File: src/rtl/hmu_pkg.sv
package hmu_pkg;
  typedef enum logic [1:0] {
    RSP_DONE    = 2'd0,
    RSP_GRANT   = 2'd1,
    RSP_SUSPEND = 2'd2,
    RSP_ERROR   = 2'd3
  } rsp_code_e;
endpackage

File: src/rtl/hmu_arbiter.sv
module hmu_arbiter #(
  parameter int N = 2,
  localparam int IW = (N > 1) ? $clog2(N) : 1
) (
  input  logic [N-1:0]  valid,
  output logic [N-1:0]  grant,
  output logic [IW-1:0] idx,
  output logic          any
);
  genvar g;
  generate
    for (g = 0; g < N; g++) begin : g_pri
      if (g == 0) begin : g_top
        assign grant[g] = valid[g];
      end else begin : g_low
        assign grant[g] = valid[g] & ~(|valid[g-1:0]);
      end
    end
  endgenerate

  always_comb begin
    idx = '0;
    for (int i = N - 1; i >= 0; i--) begin
      if (valid[i]) idx = IW'(i);
    end
  end

  assign any = |valid;
endmodule

File: src/rtl/hmu_waiter_pick.sv
module hmu_waiter_pick #(
  parameter int NUM_THR = 8,
  localparam int TID_W = $clog2(NUM_THR)
) (
  input  logic [NUM_THR-1:0] mask,
  input  logic [TID_W-1:0]   start,
  output logic               found,
  output logic [TID_W-1:0]   pick
);
  always_comb begin
    found = 1'b0;
    pick  = '0;
    for (int i = 1; i <= NUM_THR; i++) begin
      logic [TID_W-1:0] cand;
      cand = start + TID_W'(i);
      if (!found && mask[cand]) begin
        found = 1'b1;
        pick  = cand;
      end
    end
  end
endmodule

File: src/rtl/hmu_mutex_table.sv
module hmu_mutex_table #(
  parameter int NUM_MUTEX = 16,
  parameter int NUM_THR   = 8,
  localparam int MID_W = $clog2(NUM_MUTEX),
  localparam int TID_W = $clog2(NUM_THR)
) (
  input  logic               clk,
  input  logic               rst_n,
  input  logic [MID_W-1:0]   idx,
  output logic               rd_held,
  output logic [TID_W-1:0]   rd_owner,
  output logic [NUM_THR-1:0] rd_waiters,
  input  logic               wr_en,
  input  logic               wr_held,
  input  logic [TID_W-1:0]   wr_owner,
  input  logic [NUM_THR-1:0] wr_waiters
);
  logic [NUM_MUTEX-1:0] held_q;
  logic [TID_W-1:0]     owner_q [NUM_MUTEX];
  logic [NUM_THR-1:0]   wait_q  [NUM_MUTEX];

  genvar g;
  generate
    for (g = 0; g < NUM_MUTEX; g++) begin : g_ent
      always_ff @(posedge clk or negedge rst_n) begin
        if (!rst_n) begin
          held_q[g]  <= 1'b0;
          owner_q[g] <= '0;
          wait_q[g]  <= '0;
        end else if (wr_en && idx == MID_W'(g)) begin
          held_q[g]  <= wr_held;
          owner_q[g] <= wr_owner;
          wait_q[g]  <= wr_waiters;
        end
      end

      // a free mutex never keeps sleepers behind it
      p_free_no_waiters_r4: assert property (@(posedge clk) disable iff (!rst_n)
        !held_q[g] |-> (wait_q[g] == '0));
      // the owner is never queued on its own mutex
      p_owner_not_waiting_r3: assert property (@(posedge clk) disable iff (!rst_n)
        held_q[g] |-> !wait_q[g][owner_q[g]]);
    end
  endgenerate

  assign rd_held    = held_q[idx];
  assign rd_owner   = owner_q[idx];
  assign rd_waiters = wait_q[idx];
endmodule

File: src/rtl/hmu_resp_reg.sv
module hmu_resp_reg
  import hmu_pkg::*;
#(
  parameter int NUM_PROC = 2,
  parameter int LTID_W   = 2,
  localparam int PW = (NUM_PROC > 1) ? $clog2(NUM_PROC) : 1
) (
  input  logic                         clk,
  input  logic                         rst_n,
  input  logic                         fire,
  input  logic [PW-1:0]                fire_idx,
  input  rsp_code_e                    code,
  input  logic [LTID_W-1:0]            lt,
  input  logic                         res_fire,
  input  logic [PW-1:0]                res_idx,
  input  logic [LTID_W-1:0]            res_lt,
  output logic [NUM_PROC-1:0]          rsp_valid,
  output logic [2*NUM_PROC-1:0]        rsp_code,
  output logic [NUM_PROC*LTID_W-1:0]   rsp_thread,
  output logic [NUM_PROC-1:0]          resume_valid,
  output logic [NUM_PROC*LTID_W-1:0]   resume_thread
);
  genvar g;
  generate
    for (g = 0; g < NUM_PROC; g++) begin : g_port
      always_ff @(posedge clk or negedge rst_n) begin
        if (!rst_n) begin
          rsp_valid[g]                       <= 1'b0;
          rsp_code[2*g +: 2]                 <= 2'd0;
          rsp_thread[g*LTID_W +: LTID_W]     <= '0;
          resume_valid[g]                    <= 1'b0;
          resume_thread[g*LTID_W +: LTID_W]  <= '0;
        end else begin
          rsp_valid[g]    <= fire && fire_idx == PW'(g);
          resume_valid[g] <= res_fire && res_idx == PW'(g);
          if (fire && fire_idx == PW'(g)) begin
            rsp_code[2*g +: 2]             <= code;
            rsp_thread[g*LTID_W +: LTID_W] <= lt;
          end
          if (res_fire && res_idx == PW'(g)) begin
            resume_thread[g*LTID_W +: LTID_W] <= res_lt;
          end
        end
      end
    end
  endgenerate

  p_resume_single_r5: assert property (@(posedge clk) disable iff (!rst_n)
    $onehot0(resume_valid));
  p_rsp_single_r9: assert property (@(posedge clk) disable iff (!rst_n)
    $onehot0(rsp_valid));
endmodule

File: src/rtl/hw_mutex_unit.sv
module hw_mutex_unit
  import hmu_pkg::*;
#(
  parameter int NUM_PROC         = 2,
  parameter int THREADS_PER_PROC = 4,
  parameter int NUM_MUTEX        = 16,
  localparam int PW      = (NUM_PROC > 1) ? $clog2(NUM_PROC) : 1,
  localparam int LTID_W  = (THREADS_PER_PROC > 1) ? $clog2(THREADS_PER_PROC) : 1,
  localparam int MID_W   = $clog2(NUM_MUTEX),
  localparam int TID_W   = PW + LTID_W,
  localparam int NUM_THR = 1 << TID_W
) (
  input  logic                        clk,
  input  logic                        rst_n,
  input  logic [NUM_PROC-1:0]         req_valid,
  output logic [NUM_PROC-1:0]         req_ready,
  input  logic [NUM_PROC-1:0]         req_unlock,
  input  logic [NUM_PROC*LTID_W-1:0]  req_thread,
  input  logic [NUM_PROC*MID_W-1:0]   req_mutex,
  output logic [NUM_PROC-1:0]         rsp_valid,
  output logic [2*NUM_PROC-1:0]       rsp_code,
  output logic [NUM_PROC*LTID_W-1:0]  rsp_thread,
  output logic [NUM_PROC-1:0]         resume_valid,
  output logic [NUM_PROC*LTID_W-1:0]  resume_thread
);
  logic [PW-1:0]      sel_idx;
  logic               sel_any;
  logic               sel_unlock;
  logic [LTID_W-1:0]  sel_lt;
  logic [MID_W-1:0]   sel_mid;
  logic [TID_W-1:0]   sel_gtid;

  hmu_arbiter #(.N(NUM_PROC)) u_arb (
    .valid (req_valid),
    .grant (req_ready),
    .idx   (sel_idx),
    .any   (sel_any)
  );

  assign sel_unlock = req_unlock[sel_idx];
  assign sel_lt     = req_thread[sel_idx*LTID_W +: LTID_W];
  assign sel_mid    = req_mutex[sel_idx*MID_W +: MID_W];
  assign sel_gtid   = {sel_idx, sel_lt};

  logic               cur_held;
  logic [TID_W-1:0]   cur_owner;
  logic [NUM_THR-1:0] cur_waiters;
  logic               wr_en;
  logic               nxt_held;
  logic [TID_W-1:0]   nxt_owner;
  logic [NUM_THR-1:0] nxt_waiters;

  hmu_mutex_table #(.NUM_MUTEX(NUM_MUTEX), .NUM_THR(NUM_THR)) u_tab (
    .clk        (clk),
    .rst_n      (rst_n),
    .idx        (sel_mid),
    .rd_held    (cur_held),
    .rd_owner   (cur_owner),
    .rd_waiters (cur_waiters),
    .wr_en      (wr_en),
    .wr_held    (nxt_held),
    .wr_owner   (nxt_owner),
    .wr_waiters (nxt_waiters)
  );

  logic             hand_found;
  logic [TID_W-1:0] hand_pick;

  hmu_waiter_pick #(.NUM_THR(NUM_THR)) u_pick (
    .mask  (cur_waiters),
    .start (sel_gtid),
    .found (hand_found),
    .pick  (hand_pick)
  );

  rsp_code_e code;
  logic      res_fire;

  always_comb begin
    code        = RSP_ERROR;
    nxt_held    = cur_held;
    nxt_owner   = cur_owner;
    nxt_waiters = cur_waiters;
    res_fire    = 1'b0;
    if (!sel_unlock) begin
      if (!cur_held) begin
        code      = RSP_GRANT;
        nxt_held  = 1'b1;
        nxt_owner = sel_gtid;
      end else if (cur_owner == sel_gtid) begin
        code = RSP_ERROR;
      end else begin
        code = RSP_SUSPEND;
        nxt_waiters[sel_gtid] = 1'b1;
      end
    end else begin
      if (!cur_held || cur_owner != sel_gtid) begin
        code = RSP_ERROR;
      end else if (hand_found) begin
        code      = RSP_DONE;
        nxt_owner = hand_pick;
        nxt_waiters[hand_pick] = 1'b0;
        res_fire  = sel_any;
      end else begin
        code     = RSP_DONE;
        nxt_held = 1'b0;
      end
    end
    wr_en = sel_any && (code != RSP_ERROR);
  end

  hmu_resp_reg #(.NUM_PROC(NUM_PROC), .LTID_W(LTID_W)) u_rsp (
    .clk           (clk),
    .rst_n         (rst_n),
    .fire          (sel_any),
    .fire_idx      (sel_idx),
    .code          (code),
    .lt            (sel_lt),
    .res_fire      (res_fire),
    .res_idx       (hand_pick[TID_W-1 -: PW]),
    .res_lt        (hand_pick[LTID_W-1:0]),
    .rsp_valid     (rsp_valid),
    .rsp_code      (rsp_code),
    .rsp_thread    (rsp_thread),
    .resume_valid  (resume_valid),
    .resume_thread (resume_thread)
  );

  p_one_ready_r8: assert property (@(posedge clk) disable iff (!rst_n)
    $onehot0(req_ready));
  p_resume_after_unlock_r5: assert property (@(posedge clk) disable iff (!rst_n)
    (|resume_valid) |-> $past(sel_any && sel_unlock));

  genvar g;
  generate
    for (g = 0; g < NUM_PROC; g++) begin : g_chk
      p_rsp_latency_r9: assert property (@(posedge clk) disable iff (!rst_n)
        (req_valid[g] && req_ready[g]) |=> rsp_valid[g]);
      p_no_stray_rsp_r9: assert property (@(posedge clk) disable iff (!rst_n)
        !(req_valid[g] && req_ready[g]) |=> !rsp_valid[g]);
      if (g > 0) begin : g_lose
        p_loser_waits_r8: assert property (@(posedge clk) disable iff (!rst_n)
          (req_valid[g] && |req_valid[g-1:0]) |-> !req_ready[g]);
      end
    end
  endgenerate
endmodule

File: config.mk
export PLATFORM = sky130hd
export DESIGN_NAME = hw_mutex_unit
export DESIGN_NICKNAME = d
export VERILOG_FILES = /design/src/rtl/hmu_pkg.sv /design/src/rtl/hmu_arbiter.sv /design/src/rtl/hmu_waiter_pick.sv /design/src/rtl/hmu_mutex_table.sv /design/src/rtl/hmu_resp_reg.sv /design/src/rtl/hw_mutex_unit.sv
export SDC_FILE = /design/constraint.sdc
export NUM_CORES = 1
export LEC_CHECK = 0
export BUFFER_PORTS_ARGS = -buffer_cell sky130_fd_sc_hd__buf_4
export CAP_MARGIN = 20
export CORE_MARGIN = 2
export CORE_UTILIZATION = 52
export CTS_CLUSTER_DIAMETER = 60
export DETAILED_ROUTE_END_ITERATION = 6
export PLACE_DENSITY = 0.82
export SLEW_MARGIN = 20
export SYNTH_ARGS = -nofsm -noshare
export SYNTH_HDL_FRONTEND = slang
export SYNTH_SLANG_ARGS = --single-unit
File: constraint.sdc
create_clock -name clk -period 4 [get_ports clk]
set_clock_uncertainty 0.2 [all_clocks]
set_input_delay 0.2 -clock clk [delete_from_list [all_inputs] [get_ports clk]]
set_output_delay 0.2 -clock clk [all_outputs]
set_load 0.1 [all_outputs]
# After elaboration in Yosys (flattened, before gate mapping)
# Index checks and enable logic that the tools add are counted.
[classes] add_sub_neg=7 magnitude_cmp=14 n_eq_ne=18 shift=2 muxes=67 bitwise=8 reduce_logical=41
[op_table] operator="$mux 8" count=7
[op_table] operator="$mux 3" count=14
[op_table] operator="$lt 3x4->1 const B" count=9
[op_table] operator="$bmux 8 s4" count=1
[op_table] operator="$eq 4x4->1 const B" count=8
[op_table] operator="$logic_and 1x1->1" count=30
[op_table] operator="$mux 1" count=30
[op_table] operator="$bmux 1 s3" count=8
[op_table] operator="$eq 4x3->1 const B" count=4
[op_table] operator="$add 3x3->3 const B" count=4
[op_table] operator="$bmux 3 s4" count=1
[op_table] operator="$and 8x8->8" count=1
[op_table] operator="$eq 4x2->1 const B" count=2
[op_table] operator="$logic_not 1->1" count=8
[op_table] operator="$not 8->8" count=1
[op_table] operator="$or 8x8->8" count=1
[op_table] operator="$shiftx 8x4->4" count=1
[op_table] operator="$add 3x2->3 const B" count=2
[op_table] operator="$demux 1 s3" count=2
[op_table] operator="$ge 3x1->1 const B" count=2
[op_table] operator="$mux 2" count=3
[op_table] operator="$ge 5x5->1 const B" count=1
[op_table] operator="$lt 4x5->1 const B" count=1
[op_table] operator="$not 4->5" count=1
[op_table] operator="other kinds (13)" count=15
[totals] ff_bits=208 input_bits=18 out_inout_bits=18

# Longest topological paths before layout
[depth] depth_word=40 mapped_depth=20

# Modules after synthesis
# From an unflattened synthesis, not the netlist that was laid out.
[hier_totals] hier_cells=758 area_unflattened_um2=10737.8
[modules_own_cells] module="hmu_mutex_table" instances=1 cells_per_inst=540 area_each_um2=8663.3 seq_area_each_um2=4804.6
[modules_own_cells] module="hmu_waiter_pick" instances=1 cells_per_inst=93 area_each_um2=785.8 seq_area_each_um2=0.0
[modules_own_cells] module="hw_mutex_unit" instances=1 cells_per_inst=85 area_each_um2=655.6 seq_area_each_um2=0.0
[modules_own_cells] module="hmu_resp_reg" instances=1 cells_per_inst=36 area_each_um2=603.1 seq_area_each_um2=400.4
[modules_own_cells] module="hmu_arbiter" instances=1 cells_per_inst=4 area_each_um2=30.0 seq_area_each_um2=0.0

# Least setup slack after synthesis
# No wires, ideal clock.
[synth_timing] path_type="input to register" from="in req_valid[0]" to="reg u_tab.owner_q[12] (netlist name)" setup_time_ps=125 arrival_time_ps=4417 t_required_ps=3675 path_slack_ps=-742 cell_stages=19 cell_sequence="and2b_4 -> inv_2 -> buf_2 -> nand2_1 -> and2_1 -> buf_2 -> clkinv_1 -> buf_1 -> ha_1 -> xnor2_1 -> mux4_2 -> mux2i_2 -> a21o_1 -> o311ai_0 -> or3_1 -> o211a_4 -> a221o_1 -> buf_2 -> mux2_2"
[synth_lines] element="start, declared" line_no="hw_mutex_unit.sv:15" text="input logic [NUM_PROC-1:0] req_valid,"
[synth_lines] element="$mux 1 *" line_no="hmu_arbiter.sv:24" text="if (valid[i]) idx = IW'(i);"
[synth_lines] element="$shiftx 4x3->2 *" line_no="hw_mutex_unit.sv:41" text="assign sel_lt = req_thread[sel_idx*LTID_W +: LTID_W];"
[synth_lines] element="via sel_lt[0]" line_no="hw_mutex_unit.sv:29" text="logic [LTID_W-1:0] sel_lt;"
[synth_lines] element="$add 3x1->3" line_no="hmu_waiter_pick.sv:15" text="cand = start + TID_W'(i);"
[synth_lines] element="$bmux 1 s3" line_no="hmu_waiter_pick.sv:16" text="if (!found && mask[cand]) begin"
[synth_lines] element="$mux 1 (implied by the code)" line_no="hmu_waiter_pick.sv:16"
[synth_lines] element="$mux 1" line_no="hmu_waiter_pick.sv:16"
[synth_lines] element="$logic_not 1->1" line_no="hmu_waiter_pick.sv:16"
[synth_lines] element="[... 15 more ...]"
[synth_lines] element="$logic_and 1x1->1" line_no="hmu_waiter_pick.sv:16"
[synth_lines] element="$mux 1" line_no="hmu_waiter_pick.sv:16"
[synth_lines] element="$logic_not 1->1" line_no="hmu_waiter_pick.sv:16"
[synth_lines] element="$logic_and 1x1->1" line_no="hmu_waiter_pick.sv:16"
[synth_lines] element="$mux 3 or $mux 1 (tied branches)" line_no="hmu_waiter_pick.sv:16"
[synth_lines] element="$mux 3" line_no="hw_mutex_unit.sv:99" text="end else if (hand_found) begin"
[synth_lines] element="$mux 3" line_no="hw_mutex_unit.sv:97" text="if (!cur_held || cur_owner != sel_gtid) begin"
[synth_lines] element="$mux 3" line_no="hw_mutex_unit.sv:85" text="if (!sel_unlock) begin"
[synth_lines] element="end signal, assigned by index" line_no="hmu_mutex_table.sv:32" text="owner_q[g] <= wr_owner;"
[synth_lines] element="end, declared" line_no="hmu_mutex_table.sv:19" text="logic [TID_W-1:0] owner_q [NUM_MUTEX];"
# The timed path passes the listed nets; every way through them passes the cells marked *. The select of a mux whose other input is x is not followed.
# A chain may end at the register's enable or synchronous reset.

# Final worst setup path
[layout_timing] from="in req_valid[0]" to="reg u_tab.wait_q[104] (netlist name)"
[layout_via] elab_chain_cells=39
[layout_lines] element="$mux 1" line_no="hmu_arbiter.sv:24"
[layout_lines] element="$shiftx 8x4->4" line_no="hw_mutex_unit.sv:42" text="assign sel_mid = req_mutex[sel_idx*MID_W +: MID_W];"
[layout_lines] element="$not 4->5 (implied by the code)" line_no="hmu_mutex_table.sv:47, hmu_mutex_table.sv:48"
[layout_lines] element="$bmux 8 s4" line_no="hmu_mutex_table.sv:48" text="assign rd_waiters = wait_q[idx];"
[layout_lines] element="$mux 8 (implied by the code) (2 in a row)" line_no="hmu_mutex_table.sv:48"
[layout_lines] element="$bmux 1 s3" line_no="hmu_waiter_pick.sv:16"
[layout_lines] element="$mux 1 (implied by the code)" line_no="hmu_waiter_pick.sv:16"
[layout_lines] element="$mux 1" line_no="hmu_waiter_pick.sv:16"
[layout_lines] element="[... 22 more ...]"
[layout_lines] element="$logic_and 1x1->1 (implied by the code)" line_no="hw_mutex_unit.sv:102" text="nxt_waiters[hand_pick] = 1'b0;"
[layout_lines] element="$mux 1 (implied by the code)" line_no="hw_mutex_unit.sv:102"
[layout_lines] element="$demux 1 s3" line_no="hw_mutex_unit.sv:102"
[layout_lines] element="$not 8->8 (no line)"
[layout_lines] element="$and 8x8->8 (no line)"
[layout_lines] element="$mux 8" line_no="hw_mutex_unit.sv:99"
[layout_lines] element="$mux 8" line_no="hw_mutex_unit.sv:97"
[layout_lines] element="$mux 8" line_no="hw_mutex_unit.sv:85"
[layout_lines] element="end signal, assigned by index" line_no="hmu_mutex_table.sv:33" text="wait_q[g] <= wr_waiters;"
[layout_lines] element="end, declared" line_no="hmu_mutex_table.sv:20" text="logic [NUM_THR-1:0] wait_q [NUM_MUTEX];"
# Parallel ways exist; a longest one is shown, timed or not. The select of a mux whose other input is x is not followed.

==> run metrics <==
asr flop ratio synth=100%; r2r startpoint=u_tab.wait_q[93]$_DFFE_PN0P_; WP buf/inv=8; max-cap violation count=0; largest area contributor in the netlist=dfrtp_1; Clk Latency, worst-skew pair=around 0.57 ns; vias in the first global route=approximately 10000; # port buffers=35; Worst Path Required=4.25 ns; Antenna Nets Post-Route=0; Pre-antenna DRT Iters=6; initial DRC count=roughly 1900; Syn Inst Count=~910; Top FF cell, synth=dfrtp_1; Area Growth Syn to Fin=42.7%; Worst R2R Setup Slack=-0.61 ns; DR vias/cell=between 7 and 8; CP max stage cell=a21oi_1; DRC violations left=0; Post-Route M1 WL=approximately 15000 um; initial antenna violation count=4; leak pwr=approximately 6.7 nW; gr usage total=a little under two fifths; status=finished with violations; switching pwr=3.11 mW; DR WL met3=6000 um; Area contributors post-synth=dfrtp_1 (49%), mux2_2 (16%), a22oi_1 (5.8%); DP HPWL=22000 um; number of synthesized register bits=~210; most frequent cells in the layout=dfrtp_1 (208), buf_4 (207), mux2_2 (81); die area=21700 um2; highest metal used=met4; Reg power frac=roughly 34%; Internal=5.17 mW; minimum clock period=~5.1 ns; Die H=147 um; Synthesis Warnings=0; first-pass GRT wire length=around 63000 um; hold depth=5; IO Pins=36; Hold Fails Final Rpt=0; most common cell after layout, fill and taps aside=dfrtp_1; Pwr per Cell Area=~540 nW/um2; synthesized net count=approximately 940; fmax=198 MHz; register area share after synthesis=about half; Mean Syn Cell Area=11.7 um2; final worst slack=-1.05 ns; # rows=52; Die Wd=between 100 and 150 um; Final period util=126%; Critical Setup Path Class=input port to flop; Crit path arrival time=around 5.3 ns; HP Start=req_valid[0]; Hold Crit Endpoint=u_rsp.rsp_code[3]$_DFFE_PN0P_; WL final=about 46000 um; final net count=roughly 1200; unrepaired setup endpoints after global routing=yes; worst min path class=input port to flop; failing checks=negative setup slack; crit-path cells=buf_6 > buf_8 > or4b_4 > o31ai_4 > buf_12 > buf_12 > buf_16 > a22oi_1 > a21oi_1 > nor4_4 > a22oi_1 > nand3_1 > and2_1 > buf_4 > o21ai_0 > o211ai_1 > a31o_4 > buf_4 > a32o_2 > buf_12 > o21ai_1; part of the power in combinational logic=between 30% and 40%; Distinct cells, synth=65; gr ovfl total=0; max-slew violations=0; layout cell share with drive strength beyond 1=between 50 and 60%; Critical Path Most Common Cell=buf_12; Max Root-Sink Buffers=3; GP Congestion=about 0.91; sw frac=37.6%; pin count of the biggest net entering global routing=109; starting density of the core=approximately 53%; WL per Instance=32.2 um; H-tree Lvls=1; fin util=roughly three quarters; Crit path largest cell delay=0.54 ns; clock sink count=between 200 and 250; r2r endpoint=u_tab.wait_q[104]$_DFFE_PN0P_; max_slew headroom=41.3%; CTS tree=done; Clock power frac=about 28%; CTS root buf=clkbuf_16; setup TNS=-146.36 ns; mapped cell area=10700 um2; Crit Path Max Fanout=15; clock-pin slew of the registers on the worst-case setup and hold paths=0.07 ns; Worst-Margin Slew=between 0.8 and 0.9 ns; Post-synth EDFFs=0; vias post-DR=~11000; delay-heaviest family, CP=compound AO/OA/AOI/OAI gates; CTS Buf Count=23; Core ar.=20200 um2; Final setup viols=a little under 200; Register-to-Register Path Depth=15; routed length on met2=a little over 20000 um; startpoint types=input port; top cell type's share of synthesized area=about 49%; Crit. End Element=flop; Max VDD drop=just over 0.0003 V
[power groups by stage]
stage               Combinational (mW)  Sequential (mW)  Clock [mW]
detailed placement                2.39             2.77           0
global route                      3.21             2.85        2.37
floorplan                         1.26             2.97           0
global placement                  2.32             2.74           0
finish                            3.14             2.84        2.31
CTS                               2.71             2.76        2.24
[worst max-delay path by stage]
stage	startpoint	to	slack, ns	depth (start not counted)
2_1_floorplan	req_valid[0]	u_tab.wait_q[18]$_DFFE_PN0P_	-0.31	15
5_1_grt	req_valid[0]	u_tab.wait_q[18]$_DFFE_PN0P_	-0.96	21
3_3_place_gp	req_valid[0]	u_tab.owner_q[33]$_DFFE_PN0P_	-0.89	18
6_report	req_valid[0]	u_tab.wait_q[104]$_DFFE_PN0P_	-1.05	21
3_5_place_dp	req_valid[0]	u_tab.owner_q[7]$_DFFE_PN0P_	-0.92	18
4_1_cts	req_valid[0]	u_tab.wait_q[26]$_DFFE_PN0P_	-0.12	23
[tightest hold or removal path, cell delays in order]
cell     delay [ns]
buf_6          0.08
and2b_4        0.20
inv_4          0.10
buf_4          0.16
o31ai_1        0.08
[synth_stat cells (4+ instances only)]
| cell | n |
|---|---|
| dfrtp_1 | 208 |
| mux2_2 | 154 |
| a22oi_1 | 83 |
| nand2_1 | 64 |
| a21oi_1 | 44 |
| nor2_1 | 42 |
| buf_2 | 30 |
| o21ai_0 | 24 |
| a31oi_1 | 23 |
| nor2b_1 | 21 |
| clkbuf_1 | 20 |
| nand2b_1 | 17 |
| o31ai_1 | 17 |
| mux4_2 | 15 |
| mux2i_1 | 14 |
| buf_1 | 10 |
| inv_1 | 9 |
| nor4_2 | 8 |
| xnor2_1 | 8 |
| o211ai_1 | 7 |
| a32oi_2 | 6 |
| ha_1 | 6 |
| nand3_1 | 6 |
| buf_4 | 5 |
| or3_1 | 5 |
| and2_1 | 4 |
| and3_1 | 4 |
| nor3_1 | 4 |
[cells by family (layout without fill, tap and decap cells)]
group,count (synthesis),in the layout,synth area share (%)
simple gates,192,192,9.61
xor+xnor,8,8,0.657
fa+ha+maj,6,6,0.704
buf+inv,80,328,3.55
other cells,0,2,0
mux,186,186,21.2
compound gates,233,234,15.5
flops,208,208,48.8
[stage by stage]
step	setup WS, ns	hold slack, ns	power [mW]	cell area, um2	instances
finish	-1.05	0.0924	8.29	15200	1434
CTS	-0.124	0.0729	7.71	14900	1419
floorplan	-0.315	-0.296	4.23	11200	913
global placement	-0.887	0.163	5.06	13300	1350
global route	-0.964	0.110	8.43	15200	1433
detailed placement	-0.923	0.174	5.16	13300	1350
[layout make-up]
type,count,area [um2]
flip-flops and latches,208,5200
diodes,2,5.00
clock buffers,34,677
multi-input cells,626,6080
inverters,12,52.6
repair buffers,274,2740
well taps,270,338
clock inverters,8,120
fillers,1000,4950
[sequential cells by signal, summed over array words and instances, names as in the netlist]
signal / count
u_tab.wait_q: 128
u_tab.owner_q: 48
u_tab.held_q: 16
u_rsp.resume_thread: 4
u_rsp.rsp_code: 4
u_rsp.rsp_thread: 4
u_rsp.resume_valid: 2
u_rsp.rsp_valid: 2
[layer usage]
layer | vias up | GRT usage, %
li1 | 3892 | -
met1 | 5079 | 45.7
met2 | 1198 | 60.0
met3 | 476 | 9.78
met4 | 0 | 25.2
met5 | - | 0
[repair_timing]
item	4_1_cts	5_1_grt
endpoints found under the setup margin	196	198
hold buffers	7	0
setup buffers	20	12
gates resized for setup	106	40
cloned	4	2
endpoints found under the hold margin	113	0
pin swaps	22	25
Note: power is estimated with default switching activity, not from simulation.
